<file path="src/rtl/pulse_mod.sv">
module pulse_mod #(
  parameter int WIDTH = 8,
  parameter int DIV   = 10
) (
  input  logic             clk,
  input  logic             rst_n,
  input  logic             wr_en,
  input  logic             wr_addr,
  input  logic [WIDTH-1:0] wr_data,
  input  logic             rd_addr,
  output logic [WIDTH-1:0] rd_data,
  input  logic             fast_clk,
  input  logic             timer_uf,
  output logic             pin_out,
  output logic             pin_drive
);
  localparam int DW   = $clog2(DIV);
  localparam int HALF = DIV / 2;

  logic [WIDTH-1:0] reload_q, cnt_q;
  logic [DW-1:0]    div_q;
  logic             run_q, sel_q, mode_q, tog_q, fast_prev_q;

  wire ctrl_wr   = wr_en & wr_addr;
  wire sw_start  = ctrl_wr & wr_data[0];
  wire duty_mode = ~mode_q & sel_q;
  wire hw_start  = duty_mode & timer_uf & ~ctrl_wr;
  wire load      = sw_start | hw_start;

  wire tc_tick = (div_q == DW'(DIV - 1));
  wire tc_fall = (div_q == DW'(HALF - 1));
  wire step    = mode_q ? (sel_q ? (fast_prev_q & ~fast_clk) : tc_fall) : tc_tick;
  wire uflow   = run_q & step & (cnt_q == '0);
  wire src     = sel_q ? fast_clk : (div_q < DW'(HALF));

  always_ff @(posedge clk) begin
    if (!rst_n) begin
      reload_q    <= '0;
      cnt_q       <= '0;
      div_q       <= '0;
      run_q       <= 1'b0;
      sel_q       <= 1'b0;
      mode_q      <= 1'b0;
      tog_q       <= 1'b0;
      fast_prev_q <= 1'b0;
    end else begin
      fast_prev_q <= fast_clk;
      if (wr_en && !wr_addr) reload_q <= wr_data;

      if (ctrl_wr) begin
        run_q  <= wr_data[0];
        sel_q  <= wr_data[1];
        mode_q <= wr_data[2];
      end else if (hw_start) begin
        run_q <= 1'b1;
      end else if (uflow && (mode_q || sel_q)) begin
        run_q <= 1'b0;
      end

      if (load || tc_tick) div_q <= '0;
      else                 div_q <= div_q + 1'b1;

      if (load)                cnt_q <= reload_q;
      else if (run_q && step)  cnt_q <= (cnt_q == '0) ? reload_q : cnt_q - 1'b1;

      if (load)                              tog_q <= 1'b1;
      else if (uflow && !mode_q && !sel_q)   tog_q <= ~tog_q;
    end
  end

  assign pin_out   = run_q & (mode_q ? src : (sel_q | tog_q));
  assign pin_drive = run_q | sel_q | mode_q;
  assign rd_data   = rd_addr ? WIDTH'({mode_q, sel_q, run_q}) : reload_q;
endmodule

</file>
<file path="config.mk">
export PLATFORM = sky130hd
export DESIGN_NAME = pulse_mod
export DESIGN_NICKNAME = d
export VERILOG_FILES = /design/src/rtl/pulse_mod.sv
export SDC_FILE = /design/constraint.sdc
export NUM_CORES = 1
export LEC_CHECK = 0
export BUFFER_PORTS_ARGS = -buffer_cell sky130_fd_sc_hd__buf_2
export CORE_AREA = 4 4 68 70
export DETAILED_ROUTE_END_ITERATION = 8
export DIE_AREA = 0 0 72 74
export SLEW_MARGIN = 20
export SYNTH_ARGS = -nofsm -noshare
export SYNTH_HDL_FRONTEND = slang
export SYNTH_SLANG_ARGS = --single-unit
</file>
<file path="constraint.sdc">
create_clock -name clk -period 2.1 [get_ports clk]
set_clock_uncertainty 0.15 [all_clocks]
set_input_delay 0.21 -clock clk [delete_from_list [all_inputs] [get_ports clk]]
set_output_delay 0.21 -clock clk [all_outputs]
set_load 0.01 [all_outputs]
</file>
==> flow_summary.toml, run 1 <==
[setup_path]
slowest_delay_ns = 0.49
crit_path_top_delay_cell = "or4b_4"
arrival_ns = 1.96
endpoint_kind = "flop"
criticalPathCategory = "flop to flop"
worst-path-buf-inv = 1
critPathMaxFanout = 6
critical_path.top_delay_family = "simple AND/OR/NAND/NOR gates"
crit_required_ns = 2.11
cp-start-kind = "flop"
r2r_setup_slack_ns = 0.15
crit_chain = "inv_1 > ha_1 > or4b_4 > or2_4 > nor4_4 > xnor2_1 > a21oi_1"

[detailed_routing]
firstDrtPassIters = 4
vias = 1260
drt_first_iter_violations = 42
drc_errors = 0
ant_nets = 0
vias_per_cell = 5.122
wl_per_cell_um = 13.06
wl_mm = 3.213

[placed_design]
routabilityCongestion = 0.7554
dp.cells = 242
place_ws_ns = 0.02493
dp_hpwl_mm = 2.487
io_buffers = 24

[synthesis]
synth_edf_count = 0
synth_warnings = 0
synthCells = 162
yosys-top-cells-count = "25 x dfxtp_1, 18 x nor2_1, 15 x a21oi_1"
synth-seq-cells = 25
synthesis.nets = 182
post-synth-top-area-fraction_pct = 36.26
synth_flop_cell = "dfxtp_1"
syn_area_per_cell_um2 = 8.519
async_flop_share_pct = 0
post_synth_num_cell_types = 43
synth_top_area_cell = "dfxtp_1"
syn-cell-area_um2 = 1380
synth_top_cells_by_area = "dfxtp_1 36%, mux2i_1 6.5%, a21oi_1 5.4%"
synth_seq_area_share_pct = 36.26
yosysMostFrequentCell = "dfxtp_1"

[flow_run]
maxCapViolations = 0

[timing]
setup_viol = 0
fmax_mhz = 512.7
period_share_pct = 92.89
drv_slew = 0
period_minus_slack_ns = 1.951
rsz0062_at_grt = "yes"
finalHoldViolations = 0
holdWs_ns = 0.02298
relSlewSlack_pct = 70.04
finalSetupTns_ns = 0
worst_slew_pin_slew_ns = 0.4477
setup_ws_ns = 0.1494

[clock_network]
cts_made_buffers = 3
cts_tree = "yes"
cts_root_buffer = "clkbuf_8"
h-tree-depth = 1
clk_latency_ns = 0.27
cts_hold_buf = 0
path_clk_slew_ns = 0.09
max-clock-path-buffers = 2
clock_sinks = 25

[grt]
gr-usage-all-layers_pct = 13.13
grt_pass1_vias = 1245
grt_overflow = 0
grt_max_degree = 15
antenna_found_initial = 0
grt_pass1_wl_mm = 5.582

[final_layout]
drive_gt1_share_pct = 23.98
multiInputGateArea_um2 = 827.0
diodes = 0
fin_nets = 217
instances_no_fill = 246
fill_cells = 414
syn_to_final_growth_pct = 21.12
regArea_um2 = 500.5

[floorplan]
initial_core_util_pct = 34.75
die_area_um2 = 5328
die_w_um = 72
dieHeight_um = 74
core_region_area_um2 = 3971
fp-row-count = 23
ioPinCount = 25

[power_and_ir_drop]
power.leakage_uw = 0.0007123
max-vdd-ir-drop_mv = 0.3961
p_per_area_nw_per_um2 = 691.2
p_total_uw = 1155

[outcome]
status = "finished, final reports clean"

[min_path]
hold_class = "input port to flop"
## cell families (layout without fill, tap and decap cells)
kind of cell	count (synthesis)	in the layout	synth area share (%)
muxes	13	13	9.792
and+or+nand+nor	66	66	26.20
DFF	25	25	36.26
adders and majority gates	5	5	4.533
xor gates and xnor gates	4	4	2.539
AOI/OAI and AO/OA	36	36	16.50
buffers and inverters	13	47	4.169
## per-layer routing
metal / share of wire (%) / global-route usage [%]
met1: 48 / 16.98
met2: 46 / 22.14
met3: 4.3 / 2.027
met4: 1.4 / 5.010
met5: 0 / 0
## metrics by stage
stage          instance area (µm²)  utilization (%)
2_1_floorplan                 1380                -
3_5_place_dp                  1622            40.83
6_report                      1672            42.09
5_1_grt                       1672            42.09
4_1_cts                       1667            41.97
3_3_place_gp                  1622            40.83
## report_power, final
group | total (µW) | internal (µW) | switching, µW
clock | 293 | 136 | 157
sequential | 528 | 503 | 25.3
combinational | 334 | 151 | 183
## worst min-delay path, stage by stage
cell     delay (ns)
buf_2          0.07
mux2i_1        0.05
nor2_1         0.07
## timing repair
item,CTS,global route
gates resized for setup,0,2
setup buffers,0,0
endpoints found under the setup margin,0,5
## registers in the layout, summed over array words and instances, names as in the netlist
signal,flops
cnt_q,8
reload_q,8
div_q,4
fast_prev_q,1
mode_q,1
run_q,1
sel_q,1
tog_q,1
## path summary, 6_finish.rpt
check                                            from                       end  depth (start not counted)
worst max-delay path            cnt_q[1]$_SDFFE_PN0P_        tog_q$_SDFFE_PN0P_                          7
worst min-delay path                       wr_data[3]  reload_q[3]$_SDFFE_PN0P_                          3
worst max register to register  cnt_q[1]$_SDFFE_PN0P_        tog_q$_SDFFE_PN0P_                          7
worst min register to register  cnt_q[5]$_SDFFE_PN0P_     cnt_q[5]$_SDFFE_PN0P_                          2
## cell type report
| cell class | instances | area share [%] |
|---|---|---|
| multi-input cells | 124 | 49.48 |
| flip-flops and latches | 25 | 29.94 |
| repair buffers | 36 | 12.57 |
| inverters | 7 | 1.572 |
| well taps | 50 | 3.743 |
| clock buffers | 4 | 2.695 |
## layout by cell type, fill, tap and decap left out, types with 3 or more instances in the layout
cell       n
nand3_1    6
buf_4     12
nand2_1   12
buf_2     24
or3_1      6
mux2_2     4
mux2i_1    9
nor2_1    17
xnor2_1    3
nor2b_1    8
dfxtp_1   25
o21ai_0    4
clkbuf_8   3
a21oi_1   15
ha_1       5
inv_1      6
Power figures use the tool's default switching activity.
==> run 2: changes to the inputs <==
--- a/config.mk
+++ b/config.mk
@@ -6,9 +6,10 @@
 export NUM_CORES = 1
 export LEC_CHECK = 0
 export BUFFER_PORTS_ARGS = -buffer_cell sky130_fd_sc_hd__buf_2
-export CORE_AREA = 4 4 68 70
+export CORE_AREA = 4 4 66 68
 export DETAILED_ROUTE_END_ITERATION = 8
-export DIE_AREA = 0 0 72 74
+export DIE_AREA = 0 0 70 72
+export PLACE_DENSITY_LB_ADDON = 0.08
 export SLEW_MARGIN = 20
 export SYNTH_ARGS = -nofsm -noshare
 export SYNTH_HDL_FRONTEND = slang
==> flow_summary.toml, run 2 (synthesized netlist as in run 1, its figures left out) <==
[timing]
finalSetupTns_ns = 0
worst_slew_pin_slew_ns = 0.4779
drv_slew = 0
relSlewSlack_pct = 68.02
period_share_pct = 94.27
period_minus_slack_ns = 1.980
holdWs_ns = 0.01575
setup_viol = 0
rsz0062_at_grt = "no"
fmax_mhz = 505.1
finalHoldViolations = 0

[clock_network]
h-tree-depth = 1
clock_sinks = 25
max-clock-path-buffers = 2
cts_tree = "yes"
path_clk_slew_ns = 0.09
clk_latency_ns = 0.27
cts_hold_buf = 0
cts_made_buffers = 3
cts_root_buffer = "clkbuf_8"

[detailed_routing]
drt_first_iter_violations = 42
vias = 1276
wl_mm = 3.552
vias_per_cell = 5.187
drc_errors = 0
wl_per_cell_um = 14.44
ant_nets = 0
firstDrtPassIters = 4

[setup_path]
criticalPathCategory = "flop to flop"
worstSetupEndpoint = "cnt_q[5]$_SDFFE_PN0P_"
worstReg2RegStart = "cnt_q[1]$_SDFFE_PN0P_"
ff2ff_path_depth = 7
r2r_setup_slack_ns = 0.12
crit_path_top_delay_cell = "or4b_4"
endpoint_kind = "flop"
cp-start-kind = "flop"
crit_chain = "inv_1 > ha_1 > or4b_4 > or2_4 > nand2_1 > a32oi_1 > o32ai_1"
critPathMaxFanout = 6
arrival_ns = 2.01
r2r_end = "cnt_q[5]$_SDFFE_PN0P_"
slowest_delay_ns = 0.48
setup.worst_path.start = "cnt_q[1]$_SDFFE_PN0P_"
crit_required_ns = 2.13

[grt]
antenna_found_initial = 0
grt_max_degree = 19
grt_overflow = 0
gr-usage-all-layers_pct = 14.34
grt_pass1_vias = 1244
grt_pass1_wl_mm = 5.809

[outcome]
status = "finished, final reports clean"

[placed_design]
routabilityCongestion = 0.8742
dp_hpwl_mm = 2.705
io_buffers = 24
placed_area_um2 = 1622

[floorplan]
core_region_area_um2 = 3856
initial_core_util_pct = 35.79
dieHeight_um = 72
die_w_um = 70
fp-row-count = 23
ioPinCount = 25
die_area_um2 = 5040

[flow_run]
maxCapViolations = 0

[min_path]
hold_class = "input port to flop"

[final_layout]
layout_common_cells = "25 x dfxtp_1, 24 x buf_2, 18 x nor2_1, 15 x a21oi_1"
fin_nets = 217
syn_to_final_growth_pct = 20.94
drive_gt1_share_pct = 23.47
design_area_um2 = 1669
diodes = 0
layout_commonest_cell = "dfxtp_1"
reg.largest.list = "cnt_q x8, reload_q x8, div_q x4"

[power_and_ir_drop]
max-vdd-ir-drop_mv = 0.4062
p_per_area_nw_per_um2 = 692.9
power.leakage_uw = 0.0007116
## run 2: report_power, final
| part | switching [µW] | total, µW | leakage [µW] | internal (µW) |
|---|---|---|---|---|
| combinational | 186 | 336 | 0.000485 | 150 |
| clock | 155 | 291 | 0.0000228 | 136 |
| sequential | 27.1 | 530 | 0.000204 | 503 |
| total | 368 | 1160 | 0.000712 | 788 |
## run 2: metal layers
metal	global-route usage, %	wire length (µm)	up-vias
li1	-	-	647
met1	17.48	1709	600
met2	24.66	1658	25
met3	2.909	124	4
met4	6.170	59	0
met5	0	0	-
## run 2: area by class of cell
class / instances / area, µm²
timing repair buffer: 36 / 210.2
multi-input combinational: 124 / 824.5
clock buffer: 4 / 45.04
sequential: 25 / 500.5
fill: 416 / 2187
tap: 50 / 62.56
inverter: 7 / 26.28
## run 2: repair_timing
| action | in CTS | in global routing |
|---|---|---|
| pin swaps | 0 | 1 |
| setup buffers | 0 | 0 |
| endpoints found under the hold margin | 0 | 0 |
| resized for setup | 1 | 0 |
| endpoints found under the setup margin | 1 | 1 |
## run 2: per-stage QoR
step / worst slack [ns] / cells / power [µW] / utilization, %
after floorplan: 0.06217 / 162 / 769.9 / -
after global placement: 0.06005 / 242 / 863.0 / 42.05
after detailed placement: 0.02247 / 242 / 864.1 / 42.05
after CTS: 0.06361 / 246 / 1164 / 43.28
after global routing: 0.01953 / 246 / 1220 / 43.28
final: 0.1203 / 246 / 1157 / 43.28
## run 2: worst min path at each step
stage | start | endpoint | slack [ns] | cells after the start
2_1_floorplan | fast_clk | fast_prev_q$_SDFF_PN0_ | 0.18 | 1
3_3_place_gp | fast_clk | fast_prev_q$_SDFF_PN0_ | 0.29 | 2
3_5_place_dp | fast_clk | fast_prev_q$_SDFF_PN0_ | 0.30 | 2
4_1_cts | fast_clk | fast_prev_q$_SDFF_PN0_ | 0.01 | 2
5_1_grt | fast_clk | fast_prev_q$_SDFF_PN0_ | 0.03 | 2
6_report | fast_clk | fast_prev_q$_SDFF_PN0_ | 0.02 | 2
## run 2: critical path, delay by kind of cell, from the launching register on
kind	cells	cell delay [ns]
compound gates	2	0.29
buf+inv	1	0.08
flops	1	0.33
fa+ha+maj	1	0.15
simple gates	3	0.88
